[src/rtl/spt_pkg.sv]
package spt_pkg;
  typedef enum logic [1:0] {
    DV_IDLE,
    DV_PREP,
    DV_STEP,
    DV_FIN
  } div_state_e;
endpackage

[src/rtl/spt_peak_search.sv]
module spt_peak_search #(
  parameter int BIN_W      = 12,
  parameter int MAG_W      = 16,
  parameter int SEARCH_MAX = 1750
) (
  input  logic             clk,
  input  logic             rst_n,
  input  logic             accept,
  input  logic             sof,
  input  logic [BIN_W-1:0] bin,
  input  logic [MAG_W-1:0] mag,
  output logic [BIN_W-1:0] peak_idx,
  output logic [MAG_W-1:0] peak_mag,
  output logic [MAG_W-1:0] left_mag,
  output logic [MAG_W-1:0] right_mag
);
  localparam logic [BIN_W-1:0] WIN_LAST = BIN_W'(SEARCH_MAX);

  logic [MAG_W-1:0] prev_mag;
  logic             want_right;
  logic             in_window;
  logic             take;

  assign in_window = (bin <= WIN_LAST);
  assign take      = sof || (in_window && (mag > peak_mag));

  always_ff @(posedge clk) begin
    if (!rst_n) begin
      prev_mag   <= '0;
      peak_idx   <= '0;
      peak_mag   <= '0;
      left_mag   <= '0;
      right_mag  <= '0;
      want_right <= 1'b0;
    end else if (accept) begin
      prev_mag <= mag;
      if (take) begin
        peak_idx   <= bin;
        peak_mag   <= mag;
        left_mag   <= (sof || bin == '0) ? '0 : prev_mag;
        right_mag  <= '0;
        want_right <= (bin != WIN_LAST);
      end else if (want_right) begin
        right_mag  <= mag;
        want_right <= 1'b0;
      end
    end
  end
endmodule

[src/rtl/spt_centroid_div.sv]
module spt_centroid_div
  import spt_pkg::*;
#(
  parameter int BIN_W  = 12,
  parameter int MAG_W  = 16,
  parameter int FRAC_W = 8,
  localparam int FIDX_W = BIN_W + FRAC_W
) (
  input  logic              clk,
  input  logic              rst_n,
  input  logic              start,
  input  logic [BIN_W-1:0]  peak_idx,
  input  logic [MAG_W-1:0]  left_mag,
  input  logic [MAG_W-1:0]  ctr_mag,
  input  logic [MAG_W-1:0]  right_mag,
  output logic              busy,
  output logic              done,
  output logic [FIDX_W-1:0] frac_idx
);
  localparam int SUM_W = MAG_W + 2;
  localparam int QB    = FRAC_W + 1;
  localparam int CNT_W = $clog2(QB + 1);
  localparam logic [CNT_W-1:0] LAST_STEP = CNT_W'(FRAC_W);

  div_state_e       st;
  logic [SUM_W-1:0] den;
  logic [SUM_W-1:0] rem;
  logic [SUM_W:0]   trial;
  logic [QB-1:0]    quo;
  logic [CNT_W-1:0] cnt;
  logic             neg;
  logic [QB:0]      q_round;
  logic [FIDX_W-1:0] base;
  logic [FIDX_W-1:0] offs;
  logic             fits;

  assign busy    = (st != DV_IDLE);
  assign trial   = {rem, 1'b0};
  assign fits    = (den != '0) && (trial >= {1'b0, den});
  assign q_round = ({1'b0, quo} + 1'b1) >> 1;
  assign base    = {peak_idx, {FRAC_W{1'b0}}};
  assign offs    = FIDX_W'(q_round);

  always_ff @(posedge clk) begin
    if (!rst_n) begin
      st       <= DV_IDLE;
      den      <= '0;
      rem      <= '0;
      quo      <= '0;
      cnt      <= '0;
      neg      <= 1'b0;
      done     <= 1'b0;
      frac_idx <= '0;
    end else begin
      done <= 1'b0;
      case (st)
        DV_IDLE: if (start) st <= DV_PREP;
        DV_PREP: begin
          den <= SUM_W'(left_mag) + SUM_W'(ctr_mag) + SUM_W'(right_mag);
          if (right_mag >= left_mag) begin
            rem <= SUM_W'(right_mag - left_mag);
            neg <= 1'b0;
          end else begin
            rem <= SUM_W'(left_mag - right_mag);
            neg <= 1'b1;
          end
          quo <= '0;
          cnt <= '0;
          st  <= DV_STEP;
        end
        DV_STEP: begin
          if (fits) begin
            rem <= SUM_W'(trial - {1'b0, den});
            quo <= {quo[QB-2:0], 1'b1};
          end else begin
            rem <= SUM_W'(trial);
            quo <= {quo[QB-2:0], 1'b0};
          end
          cnt <= cnt + 1'b1;
          if (cnt == LAST_STEP) st <= DV_FIN;
        end
        DV_FIN: begin
          frac_idx <= neg ? (base - offs) : (base + offs);
          done     <= 1'b1;
          st       <= DV_IDLE;
        end
        default: st <= DV_IDLE;
      endcase
    end
  end
endmodule

[src/rtl/spt_tune_word.sv]
module spt_tune_word #(
  parameter int BIN_W  = 12,
  parameter int FRAC_W = 8,
  parameter int TW_W   = 32,
  localparam int FIDX_W = BIN_W + FRAC_W
) (
  input  logic              clk,
  input  logic              rst_n,
  input  logic              done,
  input  logic [BIN_W-1:0]  peak_idx,
  input  logic [FIDX_W-1:0] frac_idx,
  output logic              out_valid,
  output logic [BIN_W-1:0]  out_idx,
  output logic [FIDX_W-1:0] out_frac,
  output logic [TW_W-1:0]   out_tw
);
  localparam int SHIFT = TW_W - FIDX_W;

  logic [TW_W-1:0] tw_next;

  generate
    if (SHIFT >= 0) begin : g_widen
      assign tw_next = TW_W'(frac_idx) << SHIFT;
    end else begin : g_narrow
      localparam int DN = -SHIFT;
      logic [FIDX_W:0] rnd;
      assign rnd     = {1'b0, frac_idx} + ((FIDX_W + 1)'(1) << (DN - 1));
      assign tw_next = TW_W'(rnd >> DN);
    end
  endgenerate

  always_ff @(posedge clk) begin
    if (!rst_n) begin
      out_valid <= 1'b0;
      out_idx   <= '0;
      out_frac  <= '0;
      out_tw    <= '0;
    end else begin
      out_valid <= done;
      if (done) begin
        out_idx  <= peak_idx;
        out_frac <= frac_idx;
        out_tw   <= tw_next;
      end
    end
  end
endmodule

[src/rtl/spectral_peak_tracker.sv]
module spectral_peak_tracker #(
  parameter int FFT_LEN    = 4096,
  parameter int MAG_W      = 16,
  parameter int SEARCH_MAX = 1750,
  parameter int FRAC_W     = 8,
  parameter int TW_W       = 32,
  localparam int BIN_W     = $clog2(FFT_LEN),
  localparam int FIDX_W    = BIN_W + FRAC_W
) (
  input  logic              clk,
  input  logic              rst_n,
  input  logic              in_valid,
  output logic              in_ready,
  input  logic              in_sof,
  input  logic [BIN_W-1:0]  in_bin,
  input  logic [MAG_W-1:0]  in_mag,
  output logic              out_valid,
  output logic [BIN_W-1:0]  out_peak_idx,
  output logic [FIDX_W-1:0] out_frac_idx,
  output logic [TW_W-1:0]   out_tune_word
);
  localparam logic [BIN_W-1:0] FRAME_LAST = BIN_W'(FFT_LEN - 1);

  logic              accept;
  logic              start;
  logic              busy;
  logic              done;
  logic [BIN_W-1:0]  pk_idx;
  logic [MAG_W-1:0]  pk_mag;
  logic [MAG_W-1:0]  lf_mag;
  logic [MAG_W-1:0]  rt_mag;
  logic [FIDX_W-1:0] frac;

  assign in_ready = !busy;
  assign accept   = in_valid && in_ready;
  assign start    = accept && (in_bin == FRAME_LAST);

  spt_peak_search #(
    .BIN_W(BIN_W), .MAG_W(MAG_W), .SEARCH_MAX(SEARCH_MAX)
  ) u_search (
    .clk(clk), .rst_n(rst_n), .accept(accept), .sof(in_sof),
    .bin(in_bin), .mag(in_mag), .peak_idx(pk_idx), .peak_mag(pk_mag),
    .left_mag(lf_mag), .right_mag(rt_mag)
  );

  spt_centroid_div #(
    .BIN_W(BIN_W), .MAG_W(MAG_W), .FRAC_W(FRAC_W)
  ) u_div (
    .clk(clk), .rst_n(rst_n), .start(start), .peak_idx(pk_idx),
    .left_mag(lf_mag), .ctr_mag(pk_mag), .right_mag(rt_mag),
    .busy(busy), .done(done), .frac_idx(frac)
  );

  spt_tune_word #(
    .BIN_W(BIN_W), .FRAC_W(FRAC_W), .TW_W(TW_W)
  ) u_tw (
    .clk(clk), .rst_n(rst_n), .done(done), .peak_idx(pk_idx),
    .frac_idx(frac), .out_valid(out_valid), .out_idx(out_peak_idx),
    .out_frac(out_frac_idx), .out_tw(out_tune_word)
  );
endmodule

[config.mk]
export PLATFORM = sky130hd
export DESIGN_NAME = spectral_peak_tracker
export DESIGN_NICKNAME = d
export VERILOG_FILES = /design/src/rtl/spt_pkg.sv /design/src/rtl/spt_peak_search.sv /design/src/rtl/spt_centroid_div.sv /design/src/rtl/spt_tune_word.sv /design/src/rtl/spectral_peak_tracker.sv
export SDC_FILE = /design/constraint.sdc
export NUM_CORES = 1
export LEC_CHECK = 0
export BUFFER_PORTS_ARGS = -buffer_cell sky130_fd_sc_hd__buf_2
export CAP_MARGIN = 20
export CORE_ASPECT_RATIO = 1.2
export CORE_MARGIN = 2
export CORE_UTILIZATION = 50
export CTS_CLUSTER_SIZE = 14
export DETAILED_ROUTE_END_ITERATION = 7
export PLACE_DENSITY = 0.71
export SLEW_MARGIN = 40
export SYNTH_ARGS = -nofsm -noshare
export SYNTH_HDL_FRONTEND = slang
export SYNTH_HIERARCHICAL = 1
export SYNTH_SLANG_ARGS = --single-unit
[constraint.sdc]
create_clock -name clk -period 3 [get_ports clk]
set_input_delay 0.6 -clock clk [delete_from_list [all_inputs] [get_ports clk]]
set_output_delay 0.6 -clock clk [all_outputs]
set_load 0.005 [all_outputs]
==> flow_summary.yaml, run 1 <==
route:
  dr.pass1.iters: 7
  postRouteAntennaNets: 0
  drc: 0
  drt_iter0_drc: 548
  vias: 9991
  routedWlPerCell_um: 15.4
  drt-total-wl_mm: 28.3
  via_per_inst: 5.43
logic_synthesis:
  yosysTopAreaCell: "dfxtp_1"
  synthCells: 1402
  synthArstFlopShare: 0
  synth_top_area_frac: 0.300
  synth_area_um2: 12200
  synth.area.top_cells: "dfxtp_1 30%, mux2i_1 12%, ha_1 9.5%"
  ys_types: 86
  synth_edf_count: 0
  yosysSeqAreaShare: 0.300
  avgSynthCellArea_um2: 8.71
  synth_ff_type: "dfxtp_1"
  yosysWarnings: 6
  synth_seq_cells: 183
global_route:
  grt_start_max_net_pins: 115
  grt_use_total: 0.219
  grt_pass1_wl_mm: 46.5
  antenna_found_initial: 0
  gr-total-overflow: 0
  grt_pass1_vias: 9522
power:
  peakVddDrop_mv: 0.567
  p_leak_nw: 6.01
  powerDensity_nw_per_um2: 709
sta:
  whs_ns: 0.424
  grt_setup_unrepaired: "true"
  finalCriticalPeriod_ns: 3.17
  finClkSkew_ns: 0.00752
  min_period_over_period: 1.06
  max_freq_mhz: 315
  timing_worst_slew_pin_value_ns: 0.696
  setup_viol: 3
  hold_violations: 0
  layout_setup_ws_ns: -0.173
  maxSlewViolCount: 0
  slew_headroom: 0.533
floorplan:
  io_pins: 98
  die_x_um: 147
  start_util: 0.509
  die_h_um: 175
  die-area_um2: 25700
  core_area_um2: 24000
  rows: 62
clocking:
  cts_tree: "yes"
  clock_sinks: 183
  cts_buffers: 17
  holdBufCountCts: 0
  cts_root_buf: "clkbuf_16"
  clkTransAtPathRegs_ns: 0.07
  clockBufferDepth: 2
  htreeDepth: 4
  clkLatencyLatePin_ns: 0.44
hold_path:
  min_path_type: "primary input to flip-flop"
run:
  cap_viol_max_count: 0
worst_setup_path:
  cp.arrival_ns: 3.54
  critPathLaunchType: "flip-flop"
  worstPathMaxFanout: 3
  worstSetupPathType: "flip-flop to flip-flop"
  path_cells: "and4_4 -> and2_4 -> nand4_1 -> ha_2 -> or3b_4 -> nor3_4 -> nand2b_1 -> or3_4 -> nor4_4 -> nor3b_2 -> a31oi_1 -> xor2_1 -> o21ai_1"
  cp_slowest_stage_delay_ns: 0.42
  end_kind: "flip-flop"
  cp.required_ns: 3.37
  slowest_stage: "or3b_4"
layout:
  final_core_util: 0.581
  final_cells: 1841
  areaGrowthSynthToFinish_pct: 14.0
  num_antenna_cells: 0
  drive_gt1_frac: 0.188
  layout_common_cells: "174 x dfxtp_1, 146 x nand2_1, 140 x mux2i_1, 91 x nor2_1, 89 x ha_1"
  final_nets: 1653
  fillCellCount: 2100
  layout_commonest_cell: "dfxtp_1"
placement:
  pre_cts_slack_ns: -0.305
  post-dp-hpwl_mm: 21.2
  placed_cells: 1804
  gp_congestion: 0.891
  io_buffers: 85
status:
  violations: "setup timing"
  status: "finished with violations"
## report_power, final
group / internal (mW) / switching, mW
Clock: 1.12 / 0.998
Combinational: 2.21 / 2.72
Sequential: 2.64 / 0.191
## worst paths after layout
path | start | endpoint | slack, ns | cells after the start
worst max-delay path | u_div/quo[2] | u_div/frac_idx[19] | -0.17 | 13
worst min-delay path | in_mag[3] | u_search/right_mag[3] | 0.42 | 2
worst max register to register | u_div/quo[2] | u_div/frac_idx[19] | -0.17 | 13
worst min register to register | u_search/prev_mag[8] | u_search/left_mag[8] | 0.45 | 2
## sequential cells by signal, summed over array words and instances, names as in the netlist
name	flops
u_div/frac_idx	20
u_tw/out_frac	20
u_div/den	18
u_div/rem	18
u_search/left_mag	16
u_search/peak_mag	16
u_search/prev_mag	16
u_search/right_mag	16
u_search/peak_idx	12
u_tw/out_idx	12
u_div/quo	9
u_div/cnt	4
u_div/st	2
u_div/done	1
u_div/neg	1
u_search/want_right	1
u_tw/out_valid	1
## area by class of cell
class                   count  area [um^2]  area share
well taps                 320          400      0.0288
inverters                  88          330      0.0237
flip-flops and latches    183         3680       0.264
repair buffers            176         1160      0.0834
clock inverters            11         91.3     0.00656
multi-input cells        1042         7800       0.560
clock buffers              21          460      0.0331
## timing repair
| action | 4_1_cts | 5_1_grt |
|---|---|---|
| endpoints found under the setup margin | 6 | 23 |
| hold endpoints to repair | 0 | 0 |
| gates resized for setup | 12 | 38 |
| pin swaps | 5 | 14 |
| buffers inserted | 1 | 4 |
## critical path, delay by kind of cell, from the launching register on
kind | cells | cell delay [ns]
simple gates | 9 | 2.16
flops | 1 | 0.34
fa+ha+maj | 1 | 0.25
compound gates | 2 | 0.19
xor+xnor | 1 | 0.16
## per-layer routing
metal,up-vias,global-route usage,wire length (um)
met4,0,0.0769,639
met2,210,0.364,13600
li1,5032,-,-
met5,-,0,0
met3,36,0.0316,909
met1,4713,0.290,13200
## cell usage after synthesis, types with 8 or more instances
library cell / number
o21ai_0: 46
clkbuf_1: 41
nor2_1: 93
nand4_1: 21
xnor2_1: 45
nor2b_1: 62
buf_6: 9
nand2_1: 147
a21o_1: 27
a31oi_1: 20
buf_4: 35
fa_1: 20
o31ai_1: 10
ha_1: 93
nand2b_1: 11
mux2i_1: 141
dfxtp_1: 183
a21oi_1: 60
o211ai_1: 8
xor2_1: 23
and2_1: 9
a22o_1: 17
inv_1: 85
nand3_1: 32
nor3_1: 17
## cell families after synthesis
kind of cell	after synthesis	share of synthesized area
other	1	0.000307
xor gates and xnor gates	68	0.0488
adders and majority gates	113	0.128
DFF	183	0.300
and+or+nand+nor	446	0.180
muxes	146	0.120
AOI/OAI and AO/OA	257	0.144
buffers and inverters	188	0.0788
## metrics by stage
step	power (mW)	setup TNS [ns]	instance area [um^2]
after floorplan	6.50	0	12300
after global placement	7.58	-0.721	13200
after detailed placement	7.62	-0.881	13200
after CTS	9.78	-0.0397	13800
after global routing	10.5	-0.870	13900
final	9.87	-0.382	13900
No activity file was read; power rests on OpenSTA's default activity.
==> inputs of run 2 (changes only) <==
PLACE_DENSITY = 0.68   (was 0.71)
clock period = 3.5 ns   (was 3 ns; I/O delays follow)
==> flow_summary.yaml, run 2 (synthesis gave the netlist of run 1 again) <==
clocking:
  cts_tree: "yes"
  post_cts_buffers: 0
  clock_sinks: 183
  clkTransAtPathRegs_ns: 0.07
  clkLatencyLatePin_ns: 0.44
  htreeDepth: 4
  cts_root_buf: "clkbuf_16"
  clockBufferDepth: 2
  cts_buffers: 17
  holdBufCountCts: 0
layout:
  top_regs: "u_div/frac_idx x20, u_tw/out_frac x20"
  layout_common_cells: "179 x dfxtp_1, 147 x nand2_1, 141 x mux2i_1, 93 x nor2_1, 92 x ha_1"
  drive_gt1_frac: 0.128
  final_nets: 1588
  num_antenna_cells: 0
  layout_commonest_cell: "dfxtp_1"
  areaGrowthSynthToFinish_pct: 8.34
  fillCellCount: 2211
floorplan:
  core_area_um2: 24000
  start_util: 0.509
  die-area_um2: 25700
  die_x_um: 147
  die_h_um: 175
  io_pins: 98
  rows: 62
sta:
  hold_violations: 0
  grt_setup_unrepaired: "false"
  maxSlewViolCount: 0
  max_freq_mhz: 301
  whs_ns: 0.457
  fin_setup_tns_ns: 0
  slew_headroom: 0.498
  finClkSkew_ns: 0.0221
  setup_viol: 0
  min_period_over_period: 0.949
  layout_setup_ws_ns: 0.179
  finalCriticalPeriod_ns: 3.32
  timing_worst_slew_pin_value_ns: 0.753
global_route:
  gr-total-overflow: 0
  grt_pass1_vias: 9340
  grt_use_total: 0.217
  antenna_found_initial: 0
  grt_start_max_net_pins: 63
  grt_pass1_wl_mm: 45.9
worst_setup_path:
  end_kind: "flip-flop"
  critPathLaunchType: "flip-flop"
  cp.required_ns: 3.79
  worstPathMaxFanout: 16
  slowest_stage: "a21o_1"
  timing.rr.end: "u_div/rem[16]"
  path_cells: "inv_1 -> ha_1 -> and3_2 -> and2_4 -> o21ai_2 -> a21oi_2 -> a21o_1 -> mux2i_1 -> nor3_1 -> o21ai_0 -> a31oi_1"
  cp_slowest_stage_delay_ns: 0.65
  cp.arrival_ns: 3.61
  worstSetupPathType: "flip-flop to flip-flop"
  r2r_start: "u_search/left_mag[6]"
  cp_top_family: "compound AO/OA/AOI/OAI gates"
  cp.buffers_inverters: 1
  ff2ff_setup_slack_ns: 0.18
  cp-startpoint: "u_search/left_mag[6]"
  r2r_cells: 11
route:
  via_per_inst: 5.48
  routedWlPerCell_um: 15.4
  dr.pass1.iters: 5
  drt_iter0_drc: 490
  drc: 0
  postRouteAntennaNets: 0
  drt-total-wl_mm: 27.4
  vias: 9727
power:
  peakVddDrop_mv: 0.456
  p_leak_nw: 5.63
  clkPwrFrac: 0.221
  p_switching_mw: 3.27
  switching_share: 0.403
  p_int_mw: 4.85
  seq_power_share: 0.300
  power_frac_comb: 0.479
  powerDensity_nw_per_um2: 614
hold_path:
  min_path_type: "flip-flop to flip-flop"
  worstHoldEndpoint: "u_search/left_mag[7]"
  hold_start: "u_search/prev_mag[7]"
  whs_path_depth: 2
placement:
  pre_cts_slack_ns: 0.0510
  io_buffers: 85
  gp_congestion: 0.889
  post-dp-hpwl_mm: 20.6
run:
  cap_viol_max_count: 0
status:
  status: "finished clean"
-- run 2: cell types whose count changed in the layout (fill, tap and decap cells not counted), moves of 3 or more --
cell / before / now
buf_12: 4 / 1
o21ai_0: 40 / 45
ha_2: 4 / 1
buf_4: 88 / 26
dfxtp_1: 174 / 179
o31ai_1: 7 / 10
inv_6: 0 / 3
ha_1: 89 / 92
dfxtp_2: 8 / 3
o31ai_2: 3 / 0
o21ai_1: 6 / 2
-- run 2: cell type report --
| class | instances | area [um^2] | share of cell area |
|---|---|---|---|
| flip-flops and latches | 183 | 3670 | 0.277 |
| inverters | 88 | 330 | 0.0250 |
| well taps | 320 | 400 | 0.0303 |
| clock inverters | 12 | 93.8 | 0.00709 |
| multi-input cells | 1042 | 7650 | 0.578 |
| repair buffers | 111 | 636 | 0.0480 |
| clock buffers | 20 | 447 | 0.0338 |
-- run 2: metrics by stage --
step | cell area (um^2) | total power [mW] | utilization | instances
2_1_floorplan | 12300 | 5.57 | - | 1413
3_3_place_gp | 12700 | 6.28 | 0.528 | 1744
3_5_place_dp | 12700 | 6.31 | 0.529 | 1744
4_1_cts | 13200 | 8.13 | 0.551 | 1776
5_1_grt | 13200 | 8.70 | 0.552 | 1776
6_report | 13200 | 8.12 | 0.552 | 1776
-- run 2: tightest hold or removal path: stages (launching register included) --
cell and delay [ns]:
dfxtp_1 0.31, nand2_1 0.06, mux2i_1 0.05
-- run 2: layer usage --
| metal | GRT usage | routed length [um] |
|---|---|---|
| met4 | 0.0817 | 730 |
| met2 | 0.351 | 12700 |
| met1 | 0.292 | 13200 |
| met3 | 0.0324 | 778 |
| met5 | 0 | 0 |
-- run 2: what timing repair did --
action	4_1_cts	5_1_grt
gates resized for setup	0	8
setup endpoints to repair	0	5
endpoints found under the hold margin	0	0
-- run 2: worst max-delay path by stage --
stage | end | slack (ns) | depth (start not counted)
floorplan | u_div/den[15] | 0.37 | 12
global placement | u_div/den[15] | -0.01 | 13
detailed placement | u_div/den[13] | 0.05 | 13
CTS | u_div/den[13] | 0.03 | 13
global route | u_div/frac_idx[19] | 0.01 | 13
finish | u_div/rem[16] | 0.18 | 11
-- run 2: power by group through the flow --
stage	Clock [mW]	Combinational (mW)	Sequential, mW
2_1_floorplan	0	3.15	2.42
3_3_place_gp	0	3.80	2.47
3_5_place_dp	0	3.82	2.48
4_1_cts	1.84	3.86	2.43
5_1_grt	1.93	4.31	2.47
6_report	1.79	3.89	2.44
==> inputs of run 3 (changes only) <==
CORE_ASPECT_RATIO = default   (was 1.2)
==> flow_summary.yaml, run 3 (synthesis gave the netlist of run 1 again) <==
status:
  status: "finished clean"
layout:
  layout_commonest_cell: "dfxtp_1"
  num_antenna_cells: 0
  areaGrowthSynthToFinish_pct: 8.50
  layout_common_cells: "179 x dfxtp_1, 147 x nand2_1, 141 x mux2i_1, 93 x nor2_1, 92 x ha_1"
  drive_gt1_frac: 0.127
  fin_area_um2: 13300
  top_regs: "u_div/frac_idx x20, u_tw/out_frac x20"
  final_cells: 1778
  final_nets: 1587
route:
  vias: 9730
  routedWlPerCell_um: 15.7
  drt-total-wl_mm: 27.9
  drt_iter0_drc: 536
  via_per_inst: 5.47
  dr.pass1.iters: 8
  postRouteAntennaNets: 0
  drc: 0
placement:
  gp_congestion: 0.889
  io_buffers: 85
  pre_cts_slack_ns: 0.0796
  placed_cells: 1747
  postPlaceCellArea_um2: 12700
  post-dp-hpwl_mm: 20.7
global_route:
  grt_pass1_vias: 9264
  grt_use_met1: 0.313
  grt_pass1_wl_mm: 46.0
  grt_use_met3: 0.0249
  gr-total-overflow: 0
  grt_start_max_net_pins: 96
  use_met2: 0.344
  antenna_found_initial: 0
  grt_use_total: 0.218
  grt_busiest_layer: "met2"
clocking:
  cts_tree: "yes"
  clock_sinks: 183
  clkLatencyLatePin_ns: 0.43
  cts_buffers: 17
  htreeDepth: 4
  clockBufferDepth: 2
  post_cts_buffers: 0
  clkTransAtPathRegs_ns: 0.08
  cts_root_buf: "clkbuf_16"
floorplan:
  core_area_um2: 24200
  start_util: 0.505
  die-area_um2: 25700
  die_h_um: 160
  io_pins: 98
  rows: 57
  die_x_um: 160
sta:
  layout_setup_ws_ns: 0.155
  min_period_over_period: 0.956
  finClkSkew_ns: 0.0132
  timing_worst_slew_pin_value_ns: 0.798
  hold_violations: 0
  whs_ns: 0.460
  finalCriticalPeriod_ns: 3.35
  maxSlewViolCount: 0
  max_freq_mhz: 299
  slew_headroom: 0.463
  setup_viol: 0
worst_setup_path:
  cp.required_ns: 3.87
  path_cells: "fa_1 -> ha_1 -> fa_1 -> a21oi_1 -> o21bai_1 -> a21oi_1 -> o21ai_0 -> a2111oi_1 -> buf_4 -> nor2_1 -> xnor2_1 -> mux2_2 -> nor2_1"
  worstPathMaxFanout: 3
  cp_slowest_stage_delay_ns: 0.49
  end_kind: "flip-flop"
  slowest_stage: "a2111oi_1"
  critPathLaunchType: "flip-flop"
  cp_top_family: "adder cells"
  cp.arrival_ns: 3.72
  cp.buffers_inverters: 1
  worstSetupPathType: "flip-flop to flip-flop"
  r2r_cells: 13
  worst-path-stages: 13
power:
  switching_share: 0.407
  p_leak_nw: 5.62
  p_switching_mw: 3.35
  clkPwrFrac: 0.227
  powerDensity_nw_per_um2: 621
  power_frac_comb: 0.477
  p_int_mw: 4.89
  seq_power_share: 0.296
  fin_total_pwr_mw: 8.23
  peakVddDrop_mv: 0.368
run:
  cap_viol_max_count: 0
hold_path:
  min_path_type: "flip-flop to flip-flop"
  whs_path_depth: 2
run 3: cell count changes in the layout (fill, tap and decap cells not counted), moves of 2 or more:
| cell | delta |
|---|---|
| clkbuf_1 | -2 |
| buf_4 | -2 |
| clkinv_8 | +3 |
| clkinv_2 | -3 |
| clkinvlp_4 | +2 |
run 3: power groups by stage:
stage,Sequential [mW],Combinational (mW),Clock [mW]
after global routing,2.47,4.34,1.99
after global placement,2.48,3.84,0
final,2.44,3.92,1.87
after detailed placement,2.48,3.86,0
after floorplan,2.42,3.15,0
after CTS,2.44,3.89,1.91
run 3: worst reg2reg max path, stage by stage (launching register included):
cell,delay (ns)
dfxtp_1,0.40
fa_1,0.44
ha_1,0.24
fa_1,0.41
a21oi_1,0.17
o21bai_1,0.09
a21oi_1,0.19
o21ai_0,0.16
a2111oi_1,0.49
buf_4,0.19
nor2_1,0.05
xnor2_1,0.13
mux2_2,0.26
nor2_1,0.07
run 3: metal layers:
layer | vias up | routed length [um]
li1 | 4889 | -
met3 | 28 | 1060
met5 | - | 0
met2 | 214 | 12300
met4 | 0 | 518
met1 | 4599 | 14000
run 3: path summary, 6_finish.rpt:
check | start | endpoint | slack, ns
min reg2reg | u_search/prev_mag[2] | u_search/left_mag[2] | 0.46
max | u_search/peak_mag[1] | u_div/den[13] | 0.15
max reg2reg | u_search/peak_mag[1] | u_div/den[13] | 0.15
min | u_search/prev_mag[2] | u_search/left_mag[2] | 0.46
run 3: stage by stage:
step / util / setup TNS (ns)
2_1_floorplan: - / 0
3_5_place_dp: 0.524 / 0
4_1_cts: 0.547 / 0
3_3_place_gp: 0.524 / 0
5_1_grt: 0.548 / -0.00206
6_report: 0.548 / 0
run 3: final cells by class:
| class | instances | area (um^2) |
|---|---|---|
| inverters | 88 | 330 |
| well taps | 324 | 405 |
| clock inverters | 14 | 143 |
| flip-flops and latches | 183 | 3670 |
| repair buffers | 110 | 632 |
| clock buffers | 17 | 425 |
| multi-input cells | 1042 | 7640 |
| fillers | 2225 | 10900 |
run 3: repair_timing:
item                       CTS  global route
resized for setup            0             5
setup endpoints to repair    0             4
hold buffers                 0             0
